===== src/rtl/trim_i2c_pkg.sv =====
package trim_i2c_pkg;

  typedef enum logic [2:0] {
    ST_IDLE,
    ST_ADDR,
    ST_ADDR_ACK,
    ST_RX,
    ST_RX_ACK,
    ST_TX,
    ST_TX_ACK,
    ST_HOLD
  } trim_state_e;

  typedef struct packed {
    logic start;
    logic stop;
    logic scl_rise;
    logic scl_fall;
    logic sda;
  } bus_ev_t;

endpackage


===== src/rtl/i2c_line_filter.sv =====
module i2c_line_filter #(
  parameter int SYNC_STAGES = 2,
  parameter int FILT_LEN    = 3
) (
  input  logic clk,
  input  logic rst,
  input  logic raw,
  output logic line
);
  localparam int CNT_W = $clog2(FILT_LEN + 1);

  logic [SYNC_STAGES-1:0] sync_q;
  logic [CNT_W-1:0]       run_q;
  logic                   synced;

  assign synced = sync_q[SYNC_STAGES-1];

  always_ff @(posedge clk) begin
    if (rst) begin
      sync_q <= '1;
      line   <= 1'b1;
      run_q  <= '0;
    end else begin
      sync_q <= {sync_q[SYNC_STAGES-2:0], raw};
      if (synced == line) begin
        run_q <= '0;
      end else if (run_q == CNT_W'(FILT_LEN - 1)) begin
        line  <= synced;
        run_q <= '0;
      end else begin
        run_q <= run_q + 1'b1;
      end
    end
  end

  // an accepted level equals what the synchronizer was presenting
  a_r10_settled_level: assert property (@(posedge clk) disable iff (rst)
    (line != $past(line)) |-> ($past(synced) == line));

endmodule


===== src/rtl/i2c_bus_events.sv =====
module i2c_bus_events
  import trim_i2c_pkg::*;
(
  input  logic    clk,
  input  logic    rst,
  input  logic    scl,
  input  logic    sda,
  output bus_ev_t ev
);
  logic scl_q, sda_q;

  always_ff @(posedge clk) begin
    if (rst) begin
      scl_q <= 1'b1;
      sda_q <= 1'b1;
    end else begin
      scl_q <= scl;
      sda_q <= sda;
    end
  end

  always_comb begin
    ev.start    = scl & scl_q & sda_q & ~sda;
    ev.stop     = scl & scl_q & ~sda_q & sda;
    ev.scl_rise = scl & ~scl_q;
    ev.scl_fall = ~scl & scl_q;
    ev.sda      = sda;
  end

endmodule


===== src/rtl/trim_i2c_fsm.sv =====
module trim_i2c_fsm
  import trim_i2c_pkg::*;
#(
  parameter int              VAL_W     = 7,
  parameter int              ADDR_HI_W = 6,
  parameter logic [ADDR_HI_W-1:0] ADDR_HI = 6'b100111
) (
  input  logic             clk,
  input  logic             rst,
  input  bus_ev_t          ev,
  input  logic [VAL_W-1:0] cur_setting,
  output logic             sda_oe,
  output logic             wr_stb,
  output logic [VAL_W-1:0] wr_value,
  output logic             wr_nvm
);
  localparam int BYTE_W = VAL_W + 1;
  localparam int CNT_W  = $clog2(BYTE_W + 1);

  trim_state_e       state;
  logic [BYTE_W-1:0] rx_sh;
  logic [BYTE_W-1:0] tx_sh;
  logic [CNT_W-1:0]  bit_cnt;
  logic              is_read;
  logic              byte_done;
  logic              addr_hit;

  assign byte_done = (bit_cnt == CNT_W'(BYTE_W));
  assign addr_hit  = (rx_sh[BYTE_W-1 -: ADDR_HI_W] == ADDR_HI);

  always_ff @(posedge clk) begin
    if (rst) begin
      state    <= ST_IDLE;
      rx_sh    <= '0;
      tx_sh    <= '0;
      bit_cnt  <= '0;
      is_read  <= 1'b0;
      sda_oe   <= 1'b0;
      wr_stb   <= 1'b0;
      wr_value <= '0;
      wr_nvm   <= 1'b0;
    end else begin
      wr_stb <= 1'b0;
      if (ev.start) begin
        state   <= ST_ADDR;
        bit_cnt <= '0;
        sda_oe  <= 1'b0;
      end else if (ev.stop) begin
        state  <= ST_IDLE;
        sda_oe <= 1'b0;
      end else begin
        unique case (state)
          ST_ADDR, ST_RX: begin
            if (ev.scl_rise && !byte_done) begin
              rx_sh   <= {rx_sh[BYTE_W-2:0], ev.sda};
              bit_cnt <= bit_cnt + 1'b1;
            end else if (ev.scl_fall && byte_done) begin
              if (state == ST_RX) begin
                sda_oe <= 1'b1;
                state  <= ST_RX_ACK;
              end else if (addr_hit) begin
                sda_oe  <= 1'b1;
                is_read <= rx_sh[0];
                state   <= ST_ADDR_ACK;
              end else begin
                state <= ST_IDLE;
              end
            end
          end
          ST_ADDR_ACK: begin
            if (ev.scl_fall) begin
              bit_cnt <= '0;
              if (is_read) begin
                tx_sh  <= {cur_setting, 1'b0};
                sda_oe <= ~cur_setting[VAL_W-1];
                state  <= ST_TX;
              end else begin
                sda_oe <= 1'b0;
                state  <= ST_RX;
              end
            end
          end
          ST_RX_ACK: begin
            if (ev.scl_fall) begin
              sda_oe   <= 1'b0;
              wr_stb   <= 1'b1;
              wr_value <= rx_sh[BYTE_W-1:1];
              wr_nvm   <= ~rx_sh[0];
              state    <= ST_HOLD;
            end
          end
          ST_TX: begin
            if (ev.scl_rise) begin
              bit_cnt <= bit_cnt + 1'b1;
            end else if (ev.scl_fall) begin
              if (byte_done) begin
                sda_oe <= 1'b0;
                state  <= ST_TX_ACK;
              end else begin
                tx_sh  <= {tx_sh[BYTE_W-2:0], 1'b0};
                sda_oe <= ~tx_sh[BYTE_W-2];
              end
            end
          end
          ST_TX_ACK: begin
            if (ev.scl_rise) state <= ST_HOLD;
          end
          default: ;
        endcase
      end
    end
  end

  // strobe lasts a single cycle
  a_r11_stb_single: assert property (@(posedge clk) disable iff (rst)
    wr_stb |=> !wr_stb);
  // strobe comes with the release of the data acknowledge
  a_r6_stb_after_ack: assert property (@(posedge clk) disable iff (rst)
    wr_stb |-> $fell(sda_oe));
  // a STOP clears the transfer and releases the line
  a_r8_stop_clears: assert property (@(posedge clk) disable iff (rst)
    ev.stop |=> (state == ST_IDLE && !sda_oe && !wr_stb));
  // a START always restarts address reception
  a_r9_start_restarts: assert property (@(posedge clk) disable iff (rst)
    ev.start |=> (state == ST_ADDR && !sda_oe));
  // idle never drives the line
  a_r3_idle_quiet: assert property (@(posedge clk) disable iff (rst)
    (state == ST_IDLE) |-> !sda_oe);
  // transmitted bits only change after a clock fall
  a_r7_tx_on_fall: assert property (@(posedge clk) disable iff (rst)
    (state == ST_TX && $past(state) == ST_TX && sda_oe != $past(sda_oe))
      |-> $past(ev.scl_fall));

endmodule


===== src/rtl/trim_i2c_target.sv =====
module trim_i2c_target
  import trim_i2c_pkg::*;
#(
  parameter int VAL_W       = 7,
  parameter int SYNC_STAGES = 2,
  parameter int FILT_LEN    = 3,
  parameter int ADDR_HI_W   = 6,
  parameter logic [ADDR_HI_W-1:0] ADDR_HI = 6'b100111
) (
  input  logic             clk,
  input  logic             rst,
  input  logic             scl_i,
  input  logic             sda_i,
  output logic             sda_oe,
  input  logic [VAL_W-1:0] cur_setting,
  output logic             wr_stb,
  output logic [VAL_W-1:0] wr_value,
  output logic             wr_nvm
);
  localparam int N_LINES = 2;

  logic [N_LINES-1:0] raw_lines;
  logic [N_LINES-1:0] clean_lines;
  bus_ev_t            ev;

  assign raw_lines = {scl_i, sda_i};

  for (genvar g = 0; g < N_LINES; g++) begin : g_line
    i2c_line_filter #(
      .SYNC_STAGES(SYNC_STAGES),
      .FILT_LEN   (FILT_LEN)
    ) u_filt (
      .clk (clk),
      .rst (rst),
      .raw (raw_lines[g]),
      .line(clean_lines[g])
    );
  end

  i2c_bus_events u_events (
    .clk(clk),
    .rst(rst),
    .scl(clean_lines[1]),
    .sda(clean_lines[0]),
    .ev (ev)
  );

  trim_i2c_fsm #(
    .VAL_W    (VAL_W),
    .ADDR_HI_W(ADDR_HI_W),
    .ADDR_HI  (ADDR_HI)
  ) u_fsm (
    .clk        (clk),
    .rst        (rst),
    .ev         (ev),
    .cur_setting(cur_setting),
    .sda_oe     (sda_oe),
    .wr_stb     (wr_stb),
    .wr_value   (wr_value),
    .wr_nvm     (wr_nvm)
  );

endmodule


===== config.mk =====
export PLATFORM = sky130hd
export DESIGN_NAME = trim_i2c_target
export DESIGN_NICKNAME = d
export VERILOG_FILES = /design/src/rtl/trim_i2c_pkg.sv /design/src/rtl/i2c_line_filter.sv /design/src/rtl/i2c_bus_events.sv /design/src/rtl/trim_i2c_fsm.sv /design/src/rtl/trim_i2c_target.sv
export SDC_FILE = /design/constraint.sdc
export NUM_CORES = 1
export LEC_CHECK = 0
export BUFFER_PORTS_ARGS = -buffer_cell sky130_fd_sc_hd__buf_2
export CELL_PAD_IN_SITES_DETAIL_PLACEMENT = 0
export CELL_PAD_IN_SITES_GLOBAL_PLACEMENT = 1
export CORE_ASPECT_RATIO = 0.6
export CORE_MARGIN = 2
export CORE_UTILIZATION = 30
export DETAILED_ROUTE_END_ITERATION = 6
export PLACE_DENSITY = 0.65
export SYNTH_ARGS = -nofsm -noshare
export SYNTH_HDL_FRONTEND = slang
export SYNTH_SLANG_ARGS = --single-unit

===== constraint.sdc =====
create_clock -name clk -period 3.57 [get_ports clk]
set_input_delay 0.714 -clock clk [delete_from_list [all_inputs] [get_ports clk]]
set_output_delay 0.714 -clock clk [all_outputs]
set_load 0.01 [all_outputs]

# Word level (Yosys, flattened, before mapping)
# Cells that the tools add are included.
# op_classes
add_sub_neg	3
n_eq_ne	33
mux	36
bitwise_logic	21
n_reduce_logical	24
# ops
cell	count
7-bit 2-to-1 mux	5
3-bit 2-to-1 mux	10
4-bit by 3-bit inequality test with 1-bit output, second input constant	6
2-bit by 1-bit inequality test with 1-bit output, second input constant	9
9-bit AND reduction	2
8-bit AND reduction	2
3-bit case mux with 5 select lines	1
1-bit NOT	14
7-bit case mux with 2 select lines	1
1-bit 2-to-1 mux	13
4-bit 2-to-1 mux	3
4-bit case mux with 3 select lines	1
3-bit equality test, second input constant	3
3-bit OR reduction	3
4-bit inequality test, second input constant	2
4-bit AND reduction	2
1-bit AND	7
7-bit AND reduction	1
7-bit nonzero test	1
3-bit by 2-bit equality test with 1-bit output, second input constant	2
6-bit equality test, second input constant	1
2-bit inequality test, second input constant	3
5-bit AND reduction	1
5-bit nonzero test	1
other kinds (17)	23
# totals
regBits	45
inputBits	11
output_inout_bits	10
elab_cells	135

# Logic depth before layout (Yosys ltp)
# Gate-level depths: netlist of run 1.
# depth
word_depth	8
ltp_mapped	7
mapped_depth_nobuf	6

# Hierarchy
# From an unflattened synthesis of run 1, not the netlist that was laid out.
# unflattened
cells_unflattened	207
hier_area_um2	1965.6
# modules_own_cells
module	n_inst	cells_each	area_per_inst_um2	seq_area_each_um2
trim_i2c_fsm	1	170	1540.2	640.6
i2c_line_filter	2	14	166.4	100.1
i2c_bus_events	1	9	92.6	40.0

# Worst setup path before layout of run 1
# No wires, ideal clock.
# synth_path
path_kind	reg2reg
start	register u_fsm.bit_cnt[0]
end	register u_fsm.bit_cnt[0]
setup_time_ns	0.075
arrival_ns	1.566
required_time_ns	3.495
setup_slack_ns	1.929
stages_incl_launch_ff	7
path_buffers	0
synth_period_minus_slack_ns	1.641
path_cell_list	dfxtp_1 > inv_1 > ha_1 > nand3b_1 > nor2_1 > or4_4 > o22ai_1
# synth_via
elab_chain_len	5
elab_cells_between_ends	9
cone_classes	1 x add/sub; 2 x eq/ne; 3 x mux; 3 x reduce/logical
# synth_rtl
element	line	text
start: declaration	trim_i2c_fsm.sv:23	logic [CNT_W-1:0] bit_cnt;
start signal: assignment	trim_i2c_fsm.sv:56	bit_cnt <= bit_cnt + 1'b1;
start signal: assignment	trim_i2c_fsm.sv:94	bit_cnt <= bit_cnt + 1'b1;
parallel branches: the longest is 5 deep, another holds 4-bit by 1-bit adder with 4-bit output	-	
# Several ways; the timed one is not identified. The select of a mux whose other input is x is not followed.
# A chain may end at the register's enable or synchronous reset.

# Final worst setup path of run 1
# layout_path
start	register u_events.scl_q
end	register u_fsm.wr_value[6]
# layout_via
elab_chain_len	5
elab_cells_between_ends	9
cone_classes	8 x bitwise; 1 x reduce/logical
# layout_rtl
element	line	text
start: declaration	i2c_bus_events.sv:10	logic scl_q, sda_q;
start signal: assignment	i2c_bus_events.sv:17	scl_q <= scl;
1-bit AND	i2c_bus_events.sv:23, i2c_bus_events.sv:24	
1-bit AND (on tied branches) (2 in a row)	i2c_bus_events.sv:23, i2c_bus_events.sv:24	
1-bit NOT (no line)	-	
4-bit AND reduction (no line) *	-	
end signal: assignment	trim_i2c_fsm.sv:87	wr_value <= rx_sh[BYTE_W-1:1];
end: declaration	trim_i2c_fsm.sv:14	output logic [VAL_W-1:0] wr_value,
# Every way passes the cells marked *; elsewhere a longest branch is shown, timed or not.

==> impl_summary.txt, run 1 <==
----------------------------------------------------
[Synth]
  Synthesized Nets ... around 230
  Flop and latch count out of synthesis ... 44
  Instance count of the mapped netlist ... 219
  Main flop type after synthesis ... sky130_fd_sc_hd__dfxtp_1
  Share of synthesized registers carrying an async set or reset ... 0%
  Count of cell types in the netlist ... 51
  Synth Warn # ... 0
  Syn_area_per_cell ... 9.60 um^2
  Part of the Yosys area used for sequential elements ... 41.9%
  Top-area cell type share of the netlist area ... 41.9%
  EDFF count, synth ... 0
  Dominant cell type by area after synthesis ... sky130_fd_sc_hd__dfxtp_1
  Largest cells by area after synthesis ... sky130_fd_sc_hd__dfxtp_1 42%, sky130_fd_sc_hd__mux2i_1 11%, sky130_fd_sc_hd__nor2_1 4.8%
  Post-synthesis instance area ... 2100 um^2

[Worst setup path]
  Data arrival time of the worst path ... 2.09 ns
  CP Data Required Time ... about 3.7 ns
  Setup crit end kind ... register
  Cell Chain, Critical Path ... and2b_1 -> and3_1 -> mux2i_1 -> nor2_1
  CP max FO ... 14
  Combined buffer and inverter count along the critical path ... 0
  CP peak stage delay ... 0.56 ns
  Type of element launching the critical path ... register
  Type of the worst setup path ... reg -> reg
  Kind of cell adding the most delay to the critical path ... simple AND/OR/NAND/NOR gates
  Critical path's slowest cell ... sky130_fd_sc_hd__and3_1

[Floorplan]
  Starting density of the core ... between 30% and 40%
  Die Ht ... between 60 and 70 um
  Die Span X ... 112 um
  Number of top-level pins ... 21
  Area enclosed by the die boundary ... just under 8000 um^2
  Placeable Area ... 6730 um^2
  Standard-cell rows ... 23

[Timing]
  PnR worst setup slack ... approximately 1.6 ns
  Setup tns final ... 0 ns
  Count of final max-slew check failures ... 0
  Relative max-transition margin ... 57.4%
  Minimum clock period after layout ... slightly below 2 ns
  Peak Freq ... 0.514 GHz
  Post-route fraction of the period consumed by the critical path ... 54.5%
  Measured slew at the worst slew-check pin ... 0.638 ns
  Unrepaired setup endpoints after global routing ... false
  Setup clock skew after layout ... 0.00208 ns
  Hold Violations, Final ... 0
  Number of endpoints failing setup at the final stage ... 0

[Power and ir drop]
  Cell internal pwr ... 826 uW
  Reported leakage power ... between 1 and 1.5 nW
  NetSw ... ~190 uW
  Relative contribution of sequential cells to total power ... 48.8%
  Power per cell area ... 424 nW/um^2
  Logic pwr share ... 2.2%
  Maximum vdd ir drop ... 0.173 mV
  Sw frac ... 18.7%
  Power Total ... 1.02 mW
  Proportion of power drawn by the clock network ... between 40% and 50%

[Layout]
  Final core utilization ... 35.6%
  Most frequent cells in the layout ... 44 x sky130_fd_sc_hd__dfxtp_1, 27 x sky130_fd_sc_hd__nor2_1, 23 x sky130_fd_sc_hd__mux2i_1, 20 x sky130_fd_sc_hd__buf_2
  Number of cells in the finished layout apart from fillers ... approximately 320
  Fill cell instance count of the final layout ... 691
  Most frequent standard cell in the layout excluding fill and tap cells ... sky130_fd_sc_hd__dfxtp_1
  Antenna diodes ... 0
  Final layout net count ... roughly 250
  Synthesis-to-finish area growth ... 13.9%
  Share of post-route cells with drive strength above 1 ... 19.0%

[Route]
  Antenna viol nets, final ... 0
  Number of iterations in the first detailed-routing pass ... 4
  DR vias ... 1565
  Via density ... a little under 5
  Number of violations reported at the end of detailed-routing iteration 0 ... approximately 100
  Routed length per instance ... 13.0 um
  WL final ... roughly 4100 um
  DRC ... 0

[GRT]
  Initial antenna violation count ... 0
  Total Routing Usage GR ... 11.6%
  Total congestion overflow ... 0
  Vias in the first global route ... 1394
  Wire length of the first global-routing pass ... between 6000 and 7000 um
  Maximum number of pins on one net before global-route repair ... 39

[Clock tree]
  Number of H-tree levels ... 2
  Hold buffer count at cts ... 0
  Post-CTS resize count ... 0
  Max clock buf depth ... 2
  Num CTS Buffers ... 5
  Number of buffers inserted by post-CTS setup repair ... 0
  Clock latency reported for the late side of the worst-skew pair ... 0.28 ns
  Clock tree from TritonCTS ... yes
  Buffer type at the clock tree root ... sky130_fd_sc_hd__clkbuf_16
  Clock-pin slew on the worst setup and hold paths ... roughly 0.060 ns
  Clock sink count ... between 40 and 50

[Placement]
  RD Place Congestion ... 0.787
  Placed instance count ... approximately 310
  I/O Buffers ... 20
  HPWL reported at the end of detailed placement ... 2920 um
  Pre-CTS worst setup slack ... ~1.6 ns

[Run]
  Max-cap violation count ... 0

[Run status]
  Run status ... finished clean

[Worst hold path]
  Worst min-delay path class ... reg -> reg

----------------------------------------------------
==> layout make-up <==
type	instances	area (um^2)	share of cell area, %
Clock inverter	1	30.0	1.25
Clock buffer	5	125	5.22
Tap cell	87	109	4.54
Sequential cell	44	881	36.8
Multi-Input combinational cell	155	1120	46.9
Inverter	7	26.3	1.10
Timing Repair Buffer	20	100	4.18
==> registers in the layout, summed over array words and instances (netlist names), 2 cells and up <==
name / count
u_fsm.rx_sh: 8
g_line.u_filt.line: 2
g_line.u_filt.run_q: 4
g_line.u_filt.sync_q: 4
u_fsm.tx_sh: 6
u_fsm.state: 3
u_fsm.wr_value: 7
u_fsm.bit_cnt: 4
==> synthesized netlist by cell type, types with 2 or more instances <==
cell and count:
sky130_fd_sc_hd__inv_1 7, sky130_fd_sc_hd__xnor2_1 3, sky130_fd_sc_hd__nand2_1 8, sky130_fd_sc_hd__a311oi_1 5
sky130_fd_sc_hd__nand3b_1 4, sky130_fd_sc_hd__mux2i_1 23, sky130_fd_sc_hd__dfxtp_1 44, sky130_fd_sc_hd__o22ai_1 3
sky130_fd_sc_hd__ha_1 4, sky130_fd_sc_hd__buf_6 2, sky130_fd_sc_hd__o31ai_1 2, sky130_fd_sc_hd__or3_1 2
sky130_fd_sc_hd__o21ai_0 3, sky130_fd_sc_hd__clkbuf_1 6, sky130_fd_sc_hd__or2_2 6, sky130_fd_sc_hd__nor4_1 3
sky130_fd_sc_hd__buf_2 3, sky130_fd_sc_hd__nand4_1 2, sky130_fd_sc_hd__a21oi_1 8, sky130_fd_sc_hd__o21ba_2 3
sky130_fd_sc_hd__nor2b_1 8, sky130_fd_sc_hd__nand2b_1 2, sky130_fd_sc_hd__and3_1 2, sky130_fd_sc_hd__a211o_1 2
sky130_fd_sc_hd__nand3_1 6, sky130_fd_sc_hd__and2_1 3, sky130_fd_sc_hd__nor3_1 3, sky130_fd_sc_hd__o21bai_1 3
sky130_fd_sc_hd__nor2_1 27
==> cells by family after synthesis <==
kind of cell	count (synthesis)	synth area share [%]
buffers and inverters	20	4.64
multiplexers	23	10.9
adder cells (fa/ha/maj)	4	2.38
XOR/XNOR	3	1.25
flip-flops	44	41.9
AND/OR/NAND/NOR	85	23.0
AO/OA/AOI/OAI	40	15.9
==> final timing paths <==
check / start / to / slack, ns / cells after the start
min reg2reg: g_line[0].u_filt.sync_q[0] / g_line[0].u_filt.sync_q[1] / 0.41 / 1
min: g_line[0].u_filt.sync_q[0] / g_line[0].u_filt.sync_q[1] / 0.41 / 1
max reg2reg: u_events.scl_q / u_fsm.wr_value[6] / 1.63 / 4
max: u_events.scl_q / u_fsm.wr_value[6] / 1.63 / 4
==> per-layer routing <==
metal	routed length, um	up-vias	GRT usage, %
met2	1550	33	15.4
met4	59	0	4.73
met5	0	-	0
met3	261	8	4.55
met1	2260	716	16.6
li1	-	808	-
==> worst register-to-register path: cells and delay by family, from the launching register on <==
family,cells,cell delay (ns)
and+or+nand+nor,3,1.08
DFF,1,0.48
muxes,1,0.25
==> per-stage QoR <==
stage,area [um^2],hold WS (ns)
after global placement,2240,0.394
final,2400,0.409
after CTS,2400,0.412
after global routing,2400,0.417
after floorplan,2100,0.389
after detailed placement,2240,0.400
==> power groups by stage <==
| stage | Sequential, mW | Combinational [mW] | Clock, mW |
|---|---|---|---|
| 2_1_floorplan | 0.506 | 0.0155 | 0 |
| 3_3_place_gp | 0.506 | 0.0233 | 0 |
| 3_5_place_dp | 0.506 | 0.0233 | 0 |
| 4_1_cts | 0.495 | 0.0233 | 0.520 |
| 5_1_grt | 0.496 | 0.0262 | 0.533 |
| 6_report | 0.496 | 0.0228 | 0.498 |
Power figures use the tool's default switching activity.
==> run 2: changes to the inputs <==
- ABC_AREA: not set -> 1
- PLACE_DENSITY: 0.65 -> 0.68
- clock period: 3.57 -> 1.85 ns (I/O delays scaled with it)
==> run 2 against run 1 <==
Net effect:
- critical path depth grew 5
- sequential power is 120% higher
- final cell count rose by 25%
- area after synthesis shrank 2.4%
- worst hold slack worse by 0.15 ns
- maximum frequency is 23% higher
- clock power increased by 71%
- routed wire length grew 8.7%
- register-to-register slack lost 1.4 ns
- clock skew increased by 0.0025 ns
- critical endpoint is now u_fsm.tx_sh[5]
- highest routed layer unchanged
==> impl_summary.txt, run 2 <==
----------------------------------------------------
[Worst setup path]
  Setup crit end ... u_fsm.tx_sh[5]
  Logic depth of the worst register-to-register path ... 9 (+5)
  Type of element launching the critical path ... register
  R2R Path End ... u_fsm.tx_sh[5]
  Critical path startpoint ... u_fsm.bit_cnt[0]
  Data arrival time of the worst path ... 1.76 ns (-0.33 ns)
  CP max FO ... 7 (-7)
  Worst reg2reg setup slack ... 0.27 ns (-1.36 ns)
  CP Data Required Time ... 2.03 ns (-1.69 ns)
  Type of the worst setup path ... reg -> reg
  Worst reg2reg path startpoint ... u_fsm.bit_cnt[0]
  Setup crit end kind ... register

[Synth]
  Cell with the most instances after synthesis ... sky130_fd_sc_hd__nor2_1
  Instance count of the mapped netlist ... 287 (+31%)
  Dominant cell type by area after synthesis ... sky130_fd_sc_hd__dfxtp_1
  Largest cells by area after synthesis ... sky130_fd_sc_hd__dfxtp_1 43%, sky130_fd_sc_hd__nor2_1 9.9%, sky130_fd_sc_hd__nand2_1 9.3%
  Mux share of post-synthesis cell area ... 0% (-11 points)
  Synth Warn # ... 0 (unchanged)
  Part of the Yosys area used for sequential elements ... 42.9% (+1.0 points)
  Syn_area_per_cell ... 7.15 um^2 (-26%)
  Synthesized Nets ... 302 (+29%)
  Flop and latch count out of synthesis ... 44 (unchanged)
  Xor and xnor fraction of the mapped netlist area ... 0.854% (-0.40 points)
  Post-synthesis instance area ... 2050 um^2 (-2.4%)
  Count of cell types in the netlist ... 32 (-37%)
  Dominant combinational cell family by area after synthesis ... simple AND/OR/NAND/NOR gates
  Share of synthesized registers carrying an async set or reset ... 0% (unchanged)
  EDFF count, synth ... 0 (unchanged)
  Post-synth top cells ... 54 x sky130_fd_sc_hd__nor2_1, 51 x sky130_fd_sc_hd__nand2_1, 44 x sky130_fd_sc_hd__dfxtp_1
  Share of the synthesized area in compound gates (AO/OA/AOI/OAI) ... 14.5% (-1.4 points)
  Top-area cell type share of the netlist area ... 42.9% (+1.0 points)
  Basic-gate share of the synthesized area counting and, or, nand and nor cells ... 32.2% (+9.2 points)
  Synth Area in Adders ... 2.44% (+0.059 points)
  Main flop type after synthesis ... sky130_fd_sc_hd__dfxtp_1

[Clock tree]
  Clock latency reported for the late side of the worst-skew pair ... 0.29 ns (about the same)
  Max clock buf depth ... 2 (unchanged)
  Num CTS Buffers ... 5 (unchanged)
  Number of H-tree levels ... 2 (unchanged)
  Number of buffers inserted by post-CTS setup repair ... 0 (unchanged)
  Clock-pin slew on the worst setup and hold paths ... 0.06 ns (about the same)
  Clock sink count ... 44 (unchanged)
  Clock tree from TritonCTS ... yes
  Buffer type at the clock tree root ... sky130_fd_sc_hd__clkbuf_16
  Hold buffer count at cts ... 0 (unchanged)
  Post-CTS resize count ... 0 (unchanged)

[Run status]
  Run status ... finished clean

[Timing]
  Number of endpoints failing setup at the final stage ... 0 (unchanged)
  Relative max-transition margin ... 79.8% (+22 points)
  Post-route fraction of the period consumed by the critical path ... 85.4% (+31 points)
  Count of final max-slew check failures ... 0 (unchanged)
  Unrepaired setup endpoints after global routing ... false
  Measured slew at the worst slew-check pin ... 0.303 ns (-0.336 ns)
  Hold Violations, Final ... 0 (unchanged)
  Peak Freq ... 0.633 GHz (+23%)
  Setup clock skew after layout ... 0.00460 ns (+0.00252 ns)
  Setup tns final ... 0 ns (unchanged)
  Minimum clock period after layout ... 1.58 ns (-0.364 ns)

[Placement]
  Total placed instance area ... 2260 um^2 (+0.67%)
  I/O Buffers ... 20 (unchanged)
  RD Place Congestion ... 0.893 (+14%)
  HPWL reported at the end of detailed placement ... 3370 um (+16%)

[Power and ir drop]
  Maximum vdd ir drop ... 0.467 mV (+170%)
  Power per cell area ... 1190 nW/um^2 (+180%)
  Reported leakage power ... 1.11 nW (+9.2%)

[Floorplan]
  Starting density of the core ... 30.9% (-0.37 points)
  Number of top-level pins ... 21 (unchanged)
  Standard-cell rows ... 23 (unchanged)
  Die Span X ... 111 um (-1.2%)
  Placeable Area ... 6650 um^2 (-1.3%)
  Area enclosed by the die boundary ... 7540 um^2 (-2.3%)
  Die Ht ... 68.1 um (-1.2%)

[Layout]
  Design area ... 2390 um^2 (-0.10%)
  Final layout net count ... 327 (+32%)
  Share of post-route cells with drive strength above 1 ... 19.6% (+0.59 points)
  Most flop-heavy register ... u_fsm.rx_sh
  Leading registers by flop count ... u_fsm.rx_sh: 8 flops, u_fsm.wr_value: 7 flops, u_fsm.tx_sh: 6 flops
  Fill cell instance count of the final layout ... 725 (+4.9%)
  Antenna diodes ... 0 (unchanged)
  Most frequent cells in the layout ... 54 x sky130_fd_sc_hd__nor2_1, 51 x sky130_fd_sc_hd__nand2_1, 44 x sky130_fd_sc_hd__dfxtp_1, 26 x sky130_fd_sc_hd__o21ai_0, 21 x sky130_fd_sc_hd__a21oi_1
  Most frequent standard cell in the layout excluding fill and tap cells ... sky130_fd_sc_hd__nor2_1
  Flip-flop count of the largest register, all copies and words added ... 8 (unchanged)
  Synthesis-to-finish area growth ... 16.6%

[Route]
  Number of iterations in the first detailed-routing pass ... 4 (unchanged)
  Via density ... 4.55 (-7.3%)
  DR vias ... 1814 (+16%)
  DRC ... 0 (unchanged)
  WL final ... 4500 um (+8.7%)
  Antenna viol nets, final ... 0 (unchanged)
  Routed length per instance ... 11.3 um (-13%)
  Number of violations reported at the end of detailed-routing iteration 0 ... 84 (-18%)

[GRT]
  Wire length of the first global-routing pass ... 7660 um (+9.7%)
  Vias in the first global route ... 1599 (+15%)
  Initial antenna violation count ... 0 (unchanged)
  Total congestion overflow ... 0 (unchanged)
  Total Routing Usage GR ... 13.2% (+1.5 points)
  Maximum number of pins on one net before global-route repair ... 24 (-38%)

[Run]
  Max-cap violation count ... 0 (unchanged)

[Worst hold path]
  Worst min-delay path class ... in -> reg

----------------------------------------------------
run 2: how the worst min path moves through the flow:
stage | end | depth (start not counted) | slack, ns | from
final | g_line[1].u_filt.sync_q[0] | 2 | 0.26 | scl_i
after global routing | g_line[1].u_filt.sync_q[0] | 2 | 0.26 | scl_i
after CTS | g_line[0].u_filt.sync_q[0] | 2 | 0.25 | sda_i
after detailed placement | g_line[1].u_filt.sync_q[1] | 1 | 0.40 | g_line[1].u_filt.sync_q[0]
after global placement | g_line[1].u_filt.sync_q[1] | 1 | 0.39 | g_line[1].u_filt.sync_q[0]
after floorplan | g_line[0].u_filt.sync_q[1] | 1 | 0.39 | g_line[0].u_filt.sync_q[0]
run 2: kinds of logic after synthesis:
group                      after synthesis
xor gates and xnor gates                 2
AOI/OAI and AO/OA                       55
DFF                                     44
buffers and inverters                   35
and+or+nand+nor                        147
adders and majority gates                4
run 2: power breakdown:
group / switching (mW) / internal [mW] / leakage [nW] / total (mW)
sequential: 0.0745 / 1.01 / 0.356 / 1.08
clock: 0.363 / 0.490 / 0.0657 / 0.852
combinational: 0.555 / 0.355 / 0.686 / 0.910
total: 0.992 / 1.85 / 1.11 / 2.84
run 2: area by class of cell:
| cell class | count | area [um^2] | area share [%] |
|---|---|---|---|
| multi-input cells | 208 | 1020 | 42.8 |
| flip-flops and latches | 44 | 881 | 36.8 |
| repair buffers | 24 | 130 | 5.44 |
| clock buffers | 5 | 125 | 5.23 |
| inverters | 29 | 111 | 4.65 |
| well taps | 87 | 109 | 4.55 |
| clock inverters | 2 | 12.5 | 0.523 |
run 2: stage by stage:
| step | setup slack [ns] | total power, mW | std cells | hold slack (ns) | util, % |
|---|---|---|---|---|---|
| final | 0.270 | 2.84 | 399 | 0.262 | 36.0 |
| after global routing | 0.0622 | 3.06 | 399 | 0.255 | 36.0 |
| after CTS | 0.250 | 2.87 | 399 | 0.252 | 36.0 |
| after detailed placement | 0.259 | 2.00 | 392 | 0.398 | 33.9 |
| after global placement | 0.221 | 2.04 | 392 | 0.391 | 33.9 |
| after floorplan | 0.454 | 1.84 | 287 | 0.389 | - |
run 2: worst max-delay path, cell delays in order (launching register included):
cell and delay [ns]:
sky130_fd_sc_hd__dfxtp_1 0.33, sky130_fd_sc_hd__inv_1 0.08, sky130_fd_sc_hd__ha_1 0.17, sky130_fd_sc_hd__nand2_1 0.09
sky130_fd_sc_hd__nor2_4 0.18, sky130_fd_sc_hd__nor2_4 0.06, sky130_fd_sc_hd__o21ai_2 0.29, sky130_fd_sc_hd__inv_2 0.12
sky130_fd_sc_hd__nor2_1 0.11, sky130_fd_sc_hd__nor2_1 0.05
run 2: layer usage:
layer / global-route usage [%] / wire [um]
met5: 0 / 0
met4: 6.09 / 53
met3: 4.87 / 255
met2: 17.9 / 1670
met1: 18.4 / 2520
==> run 3: changes to the inputs <==
- CORE_ASPECT_RATIO: 0.6 -> 0.75
==> run 3 against run 2 <==
Net effect:
- first-iteration DRC count is 11% higher
- register-to-register slack got worse by 0.05 ns
- die area is 0.19% lower
- worst hold slack got worse by 0.024 ns
- routed wire length is 2.9% higher
- clock power shrank 6.2%
- flip-flop and latch count stayed put
- global-route usage grew 0.097 points
- critical path depth up 2
- largest cell class unchanged
- highest routed layer unchanged
==> impl_summary.txt, run 3 (synthesis results as in run 2) <==
----------------------------------------------------
[Layout]
  Most flop-heavy register ... u_fsm.rx_sh
  Most frequent standard cell in the layout excluding fill and tap cells ... sky130_fd_sc_hd__nor2_1
  Leading registers by flop count ... u_fsm.rx_sh: 8 flops, u_fsm.wr_value: 7 flops, u_fsm.tx_sh: 6 flops
  Number of cells in the finished layout apart from fillers ... 398 (-0.25%)
  Antenna diodes ... 0 (unchanged)
  Flip-flop count of the largest register, all copies and words added ... 8 (unchanged)
  Final layout net count ... 328 (+0.31%)
  Synthesis-to-finish area growth ... 16.0%
  Most frequent cells in the layout ... 54 x sky130_fd_sc_hd__nor2_1, 51 x sky130_fd_sc_hd__nand2_1, 44 x sky130_fd_sc_hd__dfxtp_1, 26 x sky130_fd_sc_hd__o21ai_0, 21 x sky130_fd_sc_hd__a21oi_1
  Design area ... 2380 um^2 (-0.52%)
  Final core utilization ... 35.5% (-0.48 points)
  Share of post-route cells with drive strength above 1 ... 20.1% (+0.51 points)
  Fill cell instance count of the final layout ... 730 (+0.69%)

[Timing]
  Hold Violations, Final ... 0 (unchanged)
  Measured slew at the worst slew-check pin ... 0.315 ns (+0.0119 ns)
  Setup clock skew after layout ... 0.00301 ns (-0.00159 ns)
  Relative max-transition margin ... 79.0% (-0.79 points)
  Minimum clock period after layout ... 1.63 ns (+0.0497 ns)
  Worst hold slack after final layout ... 0.238 ns (-0.0236 ns)
  Post-route fraction of the period consumed by the critical path ... 88.1% (+2.7 points)
  Peak Freq ... 0.613 GHz (-3.1%)
  Number of endpoints failing setup at the final stage ... 0 (unchanged)
  Unrepaired setup endpoints after global routing ... false
  Setup tns final ... 0 ns (unchanged)
  Count of final max-slew check failures ... 0 (unchanged)
  PnR worst setup slack ... 0.220 ns (-0.0497 ns)

[Route]
  Via density ... 4.60 (+1.2%)
  DR vias ... 1832 (+0.99%)
  Number of iterations in the first detailed-routing pass ... 5 (+1)
  Routed length per instance ... 11.6 um (+3.1%)
  Number of violations reported at the end of detailed-routing iteration 0 ... 93 (+11%)
  DRC ... 0 (unchanged)
  Antenna viol nets, final ... 0 (unchanged)
  WL final ... 4630 um (+2.9%)

[Placement]
  I/O Buffers ... 20 (unchanged)
  Pre-CTS worst setup slack ... 0.249 ns (-0.00969 ns)
  Placed instance count ... 390 (-0.51%)
  RD Place Congestion ... 0.856 (-4.1%)
  HPWL reported at the end of detailed placement ... 3440 um (+2.1%)
  Total placed instance area ... 2260 um^2 (+0.17%)

[Worst setup path]
  CP max FO ... 4 (-3)
  CP Data Required Time ... 2.10 ns (+0.07 ns)
  Cell Chain, Critical Path ... inv_1 -> ha_1 -> nand2_1 -> nor2_4 -> nand2_1 -> nand2_2 -> nand2_2 -> nor2_4 -> and2_4 -> nor2_1 -> nor2_1
  Critical path's slowest cell ... sky130_fd_sc_hd__dfxtp_1
  CP peak stage delay ... 0.34 ns (about the same)
  Combined buffer and inverter count along the critical path ... 1 (-1)
  Setup crit end kind ... register
  Kind of cell adding the most delay to the critical path ... simple AND/OR/NAND/NOR gates
  Worst reg2reg setup slack ... 0.22 ns (-0.05 ns)
  Type of the worst setup path ... reg -> reg
  Type of element launching the critical path ... register
  Data arrival time of the worst path ... 1.88 ns (+0.12 ns)

[Clock tree]
  Clock latency reported for the late side of the worst-skew pair ... 0.30 ns (about the same)
  Buffer type at the clock tree root ... sky130_fd_sc_hd__clkbuf_8
  Clock sink count ... 44 (unchanged)
  Number of buffers inserted by post-CTS setup repair ... 0 (unchanged)
  Max clock buf depth ... 2 (unchanged)
  Post-CTS resize count ... 0 (unchanged)
  Num CTS Buffers ... 5 (unchanged)
  Hold buffer count at cts ... 0 (unchanged)
  Clock tree from TritonCTS ... yes
  Number of H-tree levels ... 2 (unchanged)
  Clock-pin slew on the worst setup and hold paths ... 0.09 ns (+0.03 ns)

[Floorplan]
  Starting density of the core ... 30.6% (-0.25 points)
  Area enclosed by the die boundary ... 7520 um^2 (-0.19%)
  Number of top-level pins ... 21 (unchanged)
  Die Span X ... 99.5 um (-10%)
  Placeable Area ... 6700 um^2 (+0.81%)
  Die Ht ... 75.6 um (+11%)
  Standard-cell rows ... 26 (+13%)

[GRT]
  Total Routing Usage GR ... 13.3% (+0.097 points)
  Initial antenna violation count ... 0 (unchanged)
  Vias in the first global route ... 1706 (+6.7%)
  Wire length of the first global-routing pass ... 7890 um (+3.0%)
  Total congestion overflow ... 0 (unchanged)
  Maximum number of pins on one net before global-route repair ... 19 (-21%)

[Power and ir drop]
  Maximum vdd ir drop ... 0.430 mV (-7.9%)
  Power per cell area ... 1180 nW/um^2 (-1.0%)
  Power Total ... 2.80 mW (-1.6%)
  Reported leakage power ... 1.11 nW (about the same)

[Worst hold path]
  Worst min-delay path class ... in -> reg

[Run status]
  Run status ... finished clean

[Run]
  Max-cap violation count ... 0 (unchanged)

----------------------------------------------------
-- run 3: changes by cell type in the layout (fill, tap and decap cells not counted), sizes merged --
cell and change:
buf +1, bufinv +1, clkbuf +1, clkinvlp -1
-- run 3: area by class of cell --
class                           instances  area (um^2)  share of cell area, %
Clock inverter                          2         38.8                   1.63
Timing Repair Buffer                   25          138                   5.78
Sequential cell                        44          881                   37.0
Inverter                               29          111                   4.68
Multi-Input combinational cell        208         1020                   43.0
Tap cell                               84          105                   4.41
Clock buffer                            6         82.6                   3.47
-- run 3: metal layers --
layer	wire [um]	GRT usage [%]	vias to the layer above
li1	-	-	973
met4	76	5.33	0
met2	1800	19.9	51
met3	309	3.49	8
met1	2440	18.4	800
met5	0	0	-
-- run 3: worst paths after layout --
kind                                    from                          to  depth (start not counted)
setup reg to reg            u_fsm.bit_cnt[0]              u_fsm.state[1]                         11
setup / recovery            u_fsm.bit_cnt[0]              u_fsm.state[1]                         11
hold / removal                         scl_i  g_line[1].u_filt.sync_q[0]                          2
hold reg to reg   g_line[0].u_filt.sync_q[0]  g_line[0].u_filt.sync_q[1]                          1
-- run 3: power by group --
part           internal, mW  leakage (nW)  switching [mW]
clock network         0.442        0.0614           0.357
registers              1.00         0.356          0.0788
logic                 0.357         0.691           0.560
total                  1.80          1.11           0.995
-- run 3: worst register-to-register path: cells and delay by family (launching register included) --
kind	cells	cell delay [ns]
simple gates	9	0.98
flops	1	0.34
fa+ha+maj	1	0.17
buf+inv	1	0.08
